`src/rtl/e2e_fc_pkg.sv`:
```
package e2e_fc_pkg;

  typedef enum logic [1:0] {
    PKT_NONE = 2'd0,
    PKT_DATA = 2'd1,
    PKT_CRED = 2'd2
  } pkt_kind_e;

  // width of a counter that must hold 0..depth
  function automatic int cnt_w(input int depth);
    return $clog2(depth + 1);
  endfunction

  // width of the remote-space arithmetic, wide enough for a full credit field
  function automatic int space_w(input int depth, input int crw);
    int c;
    c = $clog2(depth + 1);
    return ((c > crw) ? c : crw) + 1;
  endfunction

endpackage

```
`src/rtl/e2e_fc_rx_fifo.sv`:
```
module e2e_fc_rx_fifo #(
  parameter int W     = 16,
  parameter int DEPTH = 8
) (
  input  logic                                 clk,
  input  logic                                 rst,
  input  logic                                 wr_en,
  input  logic [W-1:0]                         wr_data,
  input  logic                                 rd_en,
  output logic [W-1:0]                         rd_data,
  output logic [e2e_fc_pkg::cnt_w(DEPTH)-1:0]  occ
);
  localparam int AW = (DEPTH > 1) ? $clog2(DEPTH) : 1;
  localparam int CW = e2e_fc_pkg::cnt_w(DEPTH);

  logic [W-1:0]  mem [DEPTH];
  logic [AW-1:0] wr_ptr, rd_ptr;

  function automatic logic [AW-1:0] adv(input logic [AW-1:0] p);
    return (p == AW'(DEPTH - 1)) ? '0 : p + 1'b1;
  endfunction

  // storage without reset so it maps onto RAM
  always_ff @(posedge clk) begin
    if (wr_en) mem[wr_ptr] <= wr_data;
  end

  always_ff @(posedge clk) begin
    if (rst) begin
      wr_ptr <= '0;
      rd_ptr <= '0;
      occ    <= '0;
    end else begin
      if (wr_en) wr_ptr <= adv(wr_ptr);
      if (rd_en) rd_ptr <= adv(rd_ptr);
      occ <= occ + CW'(wr_en) - CW'(rd_en);
    end
  end

  assign rd_data = mem[rd_ptr];

endmodule

```
`src/rtl/e2e_fc_credit_acc.sv`:
```
module e2e_fc_credit_acc #(
  parameter int DEPTH = 8,
  parameter int CRW   = 5,
  parameter int TMO   = 16
) (
  input  logic           clk,
  input  logic           rst,
  input  logic           drain,
  input  logic           send,
  output logic           due,
  output logic [CRW-1:0] amt
);
  localparam int CW   = e2e_fc_pkg::cnt_w(DEPTH);
  localparam int TW   = $clog2(TMO + 1);
  localparam int HALF = (DEPTH / 2 > 0) ? DEPTH / 2 : 1;
  localparam int CMAX = (1 << CRW) - 1;

  logic [CW-1:0] pend;
  logic [TW-1:0] tmr;

  // field saturates; the remainder stays pending
  assign amt = (int'(pend) > CMAX) ? CRW'(CMAX) : CRW'(pend);
  assign due = (pend != '0) && ((pend >= CW'(HALF)) || (tmr == TW'(TMO)));

  always_ff @(posedge clk) begin
    if (rst) begin
      pend <= '0;
      tmr  <= '0;
    end else begin
      pend <= pend - CW'(send ? amt : '0) + CW'(drain);
      if (pend == '0 || send) tmr <= '0;
      else if (tmr != TW'(TMO)) tmr <= tmr + 1'b1;
    end
  end

endmodule

```
`src/rtl/e2e_fc_space.sv`:
```
module e2e_fc_space #(
  parameter int DEPTH = 8,
  parameter int CRW   = 5
) (
  input  logic                                        clk,
  input  logic                                        rst,
  input  logic                                        inject,
  input  logic                                        req_take,
  input  logic [e2e_fc_pkg::cnt_w(DEPTH)-1:0]         req_len,
  input  logic                                        cred_en,
  input  logic [CRW-1:0]                              cred_amt,
  input  logic                                        arrive,
  input  logic [e2e_fc_pkg::cnt_w(DEPTH)-1:0]         occ,
  output logic [e2e_fc_pkg::space_w(DEPTH, CRW)-1:0]  space,
  output logic [e2e_fc_pkg::cnt_w(DEPTH)-1:0]         rsv,
  output logic                                        req_ok
);
  localparam int CW  = e2e_fc_pkg::cnt_w(DEPTH);
  localparam int SW  = e2e_fc_pkg::space_w(DEPTH, CRW);
  localparam int SW1 = SW + 1;
  localparam int RW  = CW + 2;

  logic [SW1-1:0] sum;

  assign sum = {1'b0, space} - SW1'(inject) + SW1'(cred_en ? cred_amt : '0);
  assign req_ok = (RW'(occ) + RW'(rsv) + RW'(req_len)) <= RW'(DEPTH);

  always_ff @(posedge clk) begin
    if (rst) begin
      space <= SW'(DEPTH);
      rsv   <= '0;
    end else begin
      space <= (sum > SW1'(DEPTH)) ? SW'(DEPTH) : sum[SW-1:0];
      rsv   <= rsv + (req_take ? req_len : '0) - CW'(arrive && (rsv != '0));
    end
  end

endmodule

```
`src/rtl/e2e_credit_ni.sv`:
```
module e2e_credit_ni #(
  parameter int NCONN = 2,
  parameter int W     = 16,
  parameter int DEPTH = 8,
  parameter int CRW   = 5,
  parameter int TMO   = 16
) (
  input  logic                                        clk,
  input  logic                                        rst,
  input  logic [NCONN-1:0]                            tx_valid,
  input  logic [NCONN*W-1:0]                          tx_data,
  input  logic [NCONN-1:0]                            tx_is_req,
  input  logic [NCONN*e2e_fc_pkg::cnt_w(DEPTH)-1:0]   tx_rsp_len,
  output logic [NCONN-1:0]                            tx_ready,
  output logic [NCONN-1:0]                            rx_valid,
  output logic [NCONN*W-1:0]                          rx_data,
  input  logic [NCONN-1:0]                            rx_pop,
  output logic                                        nout_valid,
  output logic [((NCONN > 1) ? $clog2(NCONN) : 1)-1:0] nout_conn,
  output logic                                        nout_has_data,
  output logic [W-1:0]                                nout_data,
  output logic [CRW-1:0]                              nout_credit,
  input  logic                                        nin_valid,
  input  logic [((NCONN > 1) ? $clog2(NCONN) : 1)-1:0] nin_conn,
  input  logic                                        nin_has_data,
  input  logic [W-1:0]                                nin_data,
  input  logic [CRW-1:0]                              nin_credit
);
  import e2e_fc_pkg::*;

  localparam int CW  = cnt_w(DEPTH);
  localparam int SW  = space_w(DEPTH, CRW);
  localparam int CIW = (NCONN > 1) ? $clog2(NCONN) : 1;

  logic [NCONN-1:0]       inject, wr, drain, due, can_data, send, req_ok;
  logic [NCONN*CW-1:0]    occ_flat, rsv_flat;
  logic [NCONN*SW-1:0]    space_flat;
  logic [CRW-1:0]         amt_a [NCONN];
  pkt_kind_e              kind;
  logic [CIW-1:0]         sel;

  for (genvar i = 0; i < NCONN; i++) begin : gen_conn
    logic hit;
    assign hit      = nin_valid && (nin_conn == CIW'(i));
    assign wr[i]    = hit && nin_has_data;
    assign rx_valid[i] = occ_flat[i*CW +: CW] != '0;
    assign drain[i] = rx_pop[i] && rx_valid[i];
    assign inject[i] = tx_valid[i] && tx_ready[i];
    assign can_data[i] = tx_valid[i] && (space_flat[i*SW +: SW] != '0) &&
                         (!tx_is_req[i] || req_ok[i]);

    e2e_fc_rx_fifo #(.W(W), .DEPTH(DEPTH)) fifo_i (
      .clk(clk), .rst(rst),
      .wr_en(wr[i]), .wr_data(nin_data),
      .rd_en(drain[i]), .rd_data(rx_data[i*W +: W]),
      .occ(occ_flat[i*CW +: CW])
    );

    e2e_fc_credit_acc #(.DEPTH(DEPTH), .CRW(CRW), .TMO(TMO)) acc_i (
      .clk(clk), .rst(rst),
      .drain(drain[i]), .send(send[i]),
      .due(due[i]), .amt(amt_a[i])
    );

    e2e_fc_space #(.DEPTH(DEPTH), .CRW(CRW)) space_i (
      .clk(clk), .rst(rst),
      .inject(inject[i]),
      .req_take(inject[i] && tx_is_req[i]),
      .req_len(tx_rsp_len[i*CW +: CW]),
      .cred_en(hit), .cred_amt(nin_credit),
      .arrive(wr[i]),
      .occ(occ_flat[i*CW +: CW]),
      .space(space_flat[i*SW +: SW]),
      .rsv(rsv_flat[i*CW +: CW]),
      .req_ok(req_ok[i])
    );
  end

  // a due credit-only flit wins unless its own connection can piggyback
  always_comb begin
    kind = PKT_NONE;
    sel  = '0;
    for (int i = 0; i < NCONN; i++) begin
      if (kind == PKT_NONE && due[i] && !can_data[i]) begin
        kind = PKT_CRED;
        sel  = CIW'(i);
      end
    end
    for (int i = 0; i < NCONN; i++) begin
      if (kind == PKT_NONE && can_data[i]) begin
        kind = PKT_DATA;
        sel  = CIW'(i);
      end
    end
    for (int i = 0; i < NCONN; i++) begin
      tx_ready[i] = (kind == PKT_DATA) && (sel == CIW'(i));
      send[i]     = (kind != PKT_NONE) && (sel == CIW'(i));
    end
  end

  always_ff @(posedge clk) begin
    if (rst) begin
      nout_valid    <= 1'b0;
      nout_conn     <= '0;
      nout_has_data <= 1'b0;
      nout_data     <= '0;
      nout_credit   <= '0;
    end else begin
      nout_valid    <= kind != PKT_NONE;
      nout_conn     <= sel;
      nout_has_data <= kind == PKT_DATA;
      nout_data     <= (kind == PKT_DATA) ? tx_data[int'(sel)*W +: W] : '0;
      nout_credit   <= (kind != PKT_NONE) ? amt_a[sel] : '0;
    end
  end

endmodule

```
`config.mk`:
```
export PLATFORM = sky130hd
export DESIGN_NAME = e2e_credit_ni
export DESIGN_NICKNAME = d
export VERILOG_FILES = /design/src/rtl/e2e_fc_pkg.sv /design/src/rtl/e2e_fc_rx_fifo.sv /design/src/rtl/e2e_fc_credit_acc.sv /design/src/rtl/e2e_fc_space.sv /design/src/rtl/e2e_credit_ni.sv
export SDC_FILE = /design/constraint.sdc
export NUM_CORES = 1
export LEC_CHECK = 0
export BUFFER_PORTS_ARGS = -buffer_cell sky130_fd_sc_hd__buf_2
export CORE_MARGIN = 10
export CORE_UTILIZATION = 64
export DETAILED_ROUTE_END_ITERATION = 12
export GPL_ROUTABILITY_DRIVEN = 0
export GPL_TIMING_DRIVEN = 0
export PLACE_DENSITY = 0.85
export SYNTH_ARGS = -nofsm -noshare
export SYNTH_HDL_FRONTEND = slang
export SYNTH_HIERARCHICAL = 1
export SYNTH_SLANG_ARGS = --single-unit
```
`constraint.sdc`:
```
create_clock -name clk -period 13.4 [get_ports clk]
set_input_delay 2.01 -clock clk [delete_from_list [all_inputs] [get_ports clk]]
set_output_delay 2.01 -clock clk [all_outputs]
set_load 0.01 [all_outputs]
```
# Word level (Yosys, flattened, before mapping)

Memory sizes are Yosys's and may differ from the RTL's. A register that Yosys moved wholly into a read port is not among the register bits.
Cells that the tools add are included.
W data, S select, Z words.

Bits in registers: 82
Memory bits (writable): 256
Word-level logic and storage cells: 154
Memories kept: 2
Output and inout bits: 60

Memories:

| name                   | depth | width | rd ports | clocked after memory_dff | wr ports | RTL line             | source |
|---|---|---|---|---|---|---|---|
| gen_conn[0].fifo_i.mem | 8     | 16    | 1        | 1                        | 1        | e2e_fc_rx_fifo.sv:16 | `logic [W-1:0] mem [DEPTH];` |
| gen_conn[1].fifo_i.mem | 8     | 16    | 1        | 1                        | 1        | e2e_fc_rx_fifo.sv:16 |  |

Eq/ne operators: 9
Shifts and indexed selects: 1
Bitwise gates (word level): 5
Mux-type cells: 28
$lt $le $gt $ge: 7
Add/subtract/negate cells: 26
Reductions and logical operators: 57

Operators with widths:

| operator              | number |
|---|---|
| $shiftx A32 B6 Y16    | 1 |
| $logic_and A1 B1 Y1   | 27 |
| $mux W3               | 8 |
| $reduce_bool A4 Y1    | 6 |
| $mux W4               | 5 |
| $mux W5               | 4 |
| $add A4 B1 Y4         | 4 |
| $sub A4 B1 Y4         | 4 |
| $add A7 B7 Y7         | 2 |
| $gt A7 B4 Y1 const B  | 2 |
| $sub A6 B1 Y7         | 2 |
| $add A3 B1 Y3 const B | 4 |
| $add A6 B4 Y6         | 2 |
| $eq A3 B3 Y1 const B  | 4 |
| $le A6 B4 Y1 const B  | 2 |
| $reduce_bool A6 Y1    | 2 |
| $reduce_or A2 Y1      | 6 |
| $add A4 B4 Y5         | 2 |
| $add A5 B1 Y5 const B | 2 |
| $eq A5 B5 Y1 const B  | 2 |
| $ne A5 B5 Y1 const B  | 2 |
| $add A4 B4 Y4         | 2 |
| $ge A4 B3 Y1 const B  | 2 |
| $logic_not A4 Y1      | 2 |
| other kinds (11)      | 34 |

# Logic depth before layout (Yosys ltp)

Word-level depth: 25
Mapped depth: 19

# Cells and area by module

The synthesis kept the hierarchy.

By module, submodules not included:

| module                              | area an instance (µm²) | cells each | times used |
|---|---|---|---|
| e2e_fc_rx_fifo                      | 5531.6                 | 254        | 2 |
| e2e_credit_ni                       | 1159.9                 | 131        | 1 |
| e2e_fc_space at gen_conn[0].space_i | 1104.8                 | 126        | 1 |
| e2e_fc_space at gen_conn[1].space_i | 1103.6                 | 126        | 1 |
| e2e_fc_credit_acc                   | 498.0                  | 54         | 2 |

# Worst setup path before layout

No wires, ideal clock.

Path type: input -> output
Start: input port tx_rsp_len[5] in the netlist's numbering
End: output port tx_ready[1]
Path slack: 6.891 ns
Path buffers: 0
Data arrival time: 4.499 ns
Data required time: 11.390 ns
Cell stages on the path: 9
Cell sequence: fa_1 -> ha_1 -> fa_1 -> or3_1 -> a211o_1 -> a21oi_1 -> nand2b_1 -> o311ai_4 -> nor3b_1

Cells in the longest elaborated chain, start to end: 15
Elaborated cells on any way between the ends: 18
Those cells by class: 1 x add/sub; 1 x order compare; 1 x eq/ne; 6 x mux; 9 x reduce/logical

Ends and longest elaborated chain:

| element               | RTL line            | source |
|---|---|---|
| start, declared       | e2e_credit_ni.sv:13 | `input logic [NCONN*e2e_fc_pkg::cnt_w(DEPTH)-1:0] tx_rsp_len,` |
| $add A6 B4 Y6 *       | e2e_fc_space.sv:26  | `assign req_ok = (RW'(occ) + RW'(rsv) + RW'(req_len)) <= RW'(DEPTH);` |
| $le A6 B4 Y1 *        | e2e_fc_space.sv:26  |  |
| via req_ok[1]         | e2e_credit_ni.sv:35 | `logic [NCONN-1:0] inject, wr, drain, due, can_data, send, req_ok;` |
| $logic_or A1 B1 Y1 *  | e2e_credit_ni.sv:50 | `(!tx_is_req[i] \|\| req_ok[i]);` |
| $logic_and A1 B1 Y1 * | e2e_credit_ni.sv:49 | `assign can_data[i] = tx_valid[i] && (space_flat[i*SW +: SW] != '0) &&` |
| $logic_not A1 Y1      | e2e_credit_ni.sv:84 | `if (kind == PKT_NONE && due[i] && !can_data[i]) begin` |
| $logic_and A1 B1 Y1   | e2e_credit_ni.sv:84 |  |
| $mux W2               | e2e_credit_ni.sv:84 |  |
| $logic_not A2 Y1      | e2e_credit_ni.sv:90 | `if (kind == PKT_NONE && can_data[i]) begin` |
| $logic_and A1 B1 Y1   | e2e_credit_ni.sv:90 |  |
| $mux W2               | e2e_credit_ni.sv:90 |  |
| $logic_not A2 Y1      | e2e_credit_ni.sv:90 |  |
| $logic_and A1 B1 Y1   | e2e_credit_ni.sv:90 |  |
| $mux W2               | e2e_credit_ni.sv:90 |  |
| $eq A2 B1 Y1          | e2e_credit_ni.sv:96 | `tx_ready[i] = (kind == PKT_DATA) && (sel == CIW'(i));` |
| $logic_and A1 B1 Y1 * | e2e_credit_ni.sv:96 |  |
| end, declared         | e2e_credit_ni.sv:14 | `output logic [NCONN-1:0] tx_ready,` |

The timed path passes the listed nets; every way through them passes the cells marked *.

# Worst setup path in the final report

Start: input port tx_rsp_len[5] in the netlist's numbering
End: output port tx_ready[0]

Cells in the longest elaborated chain, start to end: 15
Elaborated cells on any way between the ends: 19
Those cells by class: 1 x add/sub; 1 x order compare; 1 x eq/ne; 6 x mux; 1 x bitwise; 9 x reduce/logical

Ends and longest elaborated chain:

| element                                           | RTL line |
|---|---|
| $add A6 B4 Y6 *                                   | e2e_fc_space.sv:26 |
| $le A6 B4 Y1 *                                    | e2e_fc_space.sv:26 |
| via req_ok[1]                                     | e2e_credit_ni.sv:35 |
| $logic_or A1 B1 Y1 *                              | e2e_credit_ni.sv:50 |
| $logic_and A1 B1 Y1 *                             | e2e_credit_ni.sv:49 |
| $logic_not A1 Y1                                  | e2e_credit_ni.sv:84 |
| $logic_and A1 B1 Y1                               | e2e_credit_ni.sv:84 |
| $mux W2                                           | e2e_credit_ni.sv:84 |
| $logic_not A2 Y1                                  | e2e_credit_ni.sv:90 |
| $logic_and A1 B1 Y1                               | e2e_credit_ni.sv:90 |
| $mux W2                                           | e2e_credit_ni.sv:90 |
| $logic_not A2 Y1                                  | e2e_credit_ni.sv:90 |
| $logic_and A1 B1 Y1                               | e2e_credit_ni.sv:90 |
| $mux W2 / $mux W1 (equally long branches)         | e2e_credit_ni.sv:90 |
| $eq A2 B1 Y1 / $not A1 Y1 (equally long branches) | e2e_credit_ni.sv:96 |
| $logic_and A1 B1 Y1 *                             | e2e_credit_ni.sv:96 |

Marks and branches as above.

==> impl_results.md <==
- Outcome: finished, final reports clean
- Die W: 175 microns
- Area of the mapped netlist: 15400 sq um
- Slowest cell on the critical path: fa_1
- WL final: 35100 microns
- Vias per std cell: 6.04
- Core outline area: 23600 sq um
- RSZ-0062 raised after global routing: no
- Root Buffer Master: clkbuf_16
- Synthesis-to-finish area growth: 15.6%
- CP arrival: 4.94 ns
- CP Capture Type: output port
- Final hold violations: 0
- Slew @ Worst Pin: 1.01 ns
- Port bufs: 131
- Final #Nets: 1341
- Crit share post-route: 0.519
- Post-CTS setup buffers: 0
- Via count: 9253
- Worst Setup SP: tx_rsp_len[5]
- Setup TNS: 0 ns
- Most common flop cell mapped by yosys: edfxtp_1
- R2R Setup Slk: 8.34 ns
- CP max FO: 8
- Post-CTS Hold Buffers: 0
- Peak supply drop: 0.242 mV
- Antenna viol nets, final: 0
- Rel. slew slack: 0.323
- Largest net degree at the start of global routing: 32
- Post-synth top cells: 256 x edfxtp_1, 88 x dfxtp_1, 74 x inv_1, 66 x ha_1, 52 x nor2_1
- Skew-Pair Late Insertion Delay: 0.52 ns
- Cts bufs inserted: 35
- Cells after Synth: 999
- Initial antenna violation count: 0
- Count leader, synth: edfxtp_1
- Leak: 6.63 nW
- Achievable frequency: 0.144 GHz
- Setup crit end: tx_ready[0]
- CTS tree: done
- RR Endpoint: gen_conn[1].space_i/space[3]$_SDFF_PP1_
- Required time of the critical path: 11.39 ns
- WL per Instance: 22.9 microns
- Full die area: 30700 sq um
- Final setup violation count: 0
- Sink Count: 344
- Pre-CTS WS: 6.43 ns
- DRC: 0
- Hold_sp: gen_conn[1].fifo_i/rd_ptr[1]$_SDFFE_PP0P_
- Fin. max-slew vios: 0
- Avg Cell Area, Syn: 15.4 sq um
- Crit path cell chain: buf_2, fa_1, ha_1, fa_1, or3_1, a211o_1, a21oi_1, nand2b_1, o311ai_4, a21oi_1, buf_2
- Num rows: 56
- Period minus WS final: 6.95 ns
- Post-DP HPWL: 22500 microns
- Die height: 175 microns
- Worst r2r path cells: 17
- Max-capacitance violation count: 0
- Clk_skew: 0.0197 ns
- Starting Density: 0.653
- Cts repair resizes: 0
- CP max stage delay: 0.46 ns
- Worst Slack Setup Final: 6.45 ns
- Number of synthesized register bits: 344
- Startpoint types: input pin
- Number of global-route vias before repair: 9656
- Area leader, netlist: edfxtp_1
- Drt pass-1 iters: 5
- Reg clk slew, reported paths: 0.06 ns
- Synth warnings: 6
- Layout fillers: 1413
- Clk buf depth: 3
- EDFF count, synth: 256
- Synth cell types: 61
- Gr usage total: 0.228
- Grt ovf: 0
- First-pass GRT wire length: 54300 microns
- CP Class: in2out
- Sequential fraction of the synthesis area: 0.612
- Power density over cell area: 173 nW/um^2
- H-tree Lvls: 2
- Share of layout cells above drive strength 1: 0.252
- Largest cells by area after synthesis: edfxtp_1 50%, dfxtp_1 11%, mux4_1 8.5%, ha_1 5.4%, fa_1 2.3%
- Async S/R FF share, synth: 0
- Initial drt markers: 736
- Worst min path class: reg2reg
- I/O Pins: 132
- Worst flop-to-flop path startpoint: gen_conn[0].fifo_i/occ[1]$_SDFF_PP0_
- Synth top area share: 0.498
## area by class of cell
cell class | count | area, sq um | area share
buffer | 34 | 240 | 0.0135
timing repair buffer | 145 | 843 | 0.0473
tap | 319 | 399 | 0.0224
antenna | 1 | 2.50 | 0.000140
sequential | 344 | 9450 | 0.530
multi-input combinational | 551 | 5530 | 0.310
inverter | 74 | 278 | 0.0156
clock inverter | 21 | 174 | 0.00975
clock buffer | 43 | 927 | 0.0520
## report_power, final
part | switching [mW] | internal [mW]
sequential | 0.0479 | 1.21
combinational | 0.490 | 0.401
clock | 0.402 | 0.535
## flip-flops by register name, summed over array words and instances, names as in the netlist, 5 cells and up, named ones only
name and flops:
gen_conn.fifo_i/mem 256, nout_data 16, gen_conn.space_i/space 12, gen_conn.acc_i/tmr 10, gen_conn.acc_i/pend 8, gen_conn.fifo_i/occ 8, gen_conn.space_i/rsv 8, gen_conn.fifo_i/rd_ptr 6
gen_conn.fifo_i/wr_ptr 6, nout_credit 5
## metal layers
layer,global-route usage,part of all wire
met1,0.273,0.38
met2,0.402,0.51
met3,0.0525,0.083
met4,0.0745,0.025
met5,0,0
## worst min-delay path by stage
| stage | depth (start not counted) | end |
|---|---|---|
| floorplan | 2 | register |
| CTS | 2 | register |
| detailed placement | 2 | register |
| global placement | 2 | gen_conn[1].fifo_i/rd_ptr[1]$_SDFFE_PP0P_ |
| global route | 2 | register |
| finish | 2 | register |
## cells by family after synthesis
| logic type | share of synthesized area |
|---|---|
| AOI/OAI and AO/OA | 0.0513 |
| DFF | 0.612 |
| adders and majority gates | 0.0769 |
| xor gates and xnor gates | 0.0148 |
| buffers and inverters | 0.0336 |
| muxes | 0.134 |
| other | 0.00146 |
| and+or+nand+nor | 0.0750 |
## worst max-delay path: cells and delay by family
kind	cells	cell delay, ns
AOI/OAI and AO/OA	4	0.94
buffers and inverters	2	0.32
and+or+nand+nor	2	0.55
adders and majority gates	3	1.12
## per-stage QoR
| step | instances | util | hold WS (ns) | total power [mW] | instance area, sq um |
|---|---|---|---|---|---|
| after floorplan | 1003 | - | 0.457 | 1.92 | 15400 |
| after global placement | 1453 | 0.699 | 0.474 | 2.13 | 16500 |
| after detailed placement | 1467 | 0.709 | 0.500 | 2.16 | 16700 |
| after CTS | 1531 | 0.755 | 0.505 | 3.11 | 17800 |
| after global routing | 1531 | 0.755 | 0.533 | 3.25 | 17800 |
| final | 1532 | 0.755 | 0.503 | 3.09 | 17800 |
## cell usage in the layout, fill, tap and decap left out, types with 16 or more instances in the layout
master,n
mux2_2,32
nand3_1,31
buf_6,18
buf_2,139
a21oi_1,43
nand2b_1,20
ha_1,66
nor2_1,40
xnor2_1,16
mux4_1,50
inv_1,74
dfxtp_1,88
edfxtp_1,256
clkbuf_16,36
clkbuf_1,17
nor2b_1,19
nand2_1,30
fa_1,18
No activity file was read; power rests on OpenSTA's default activity.
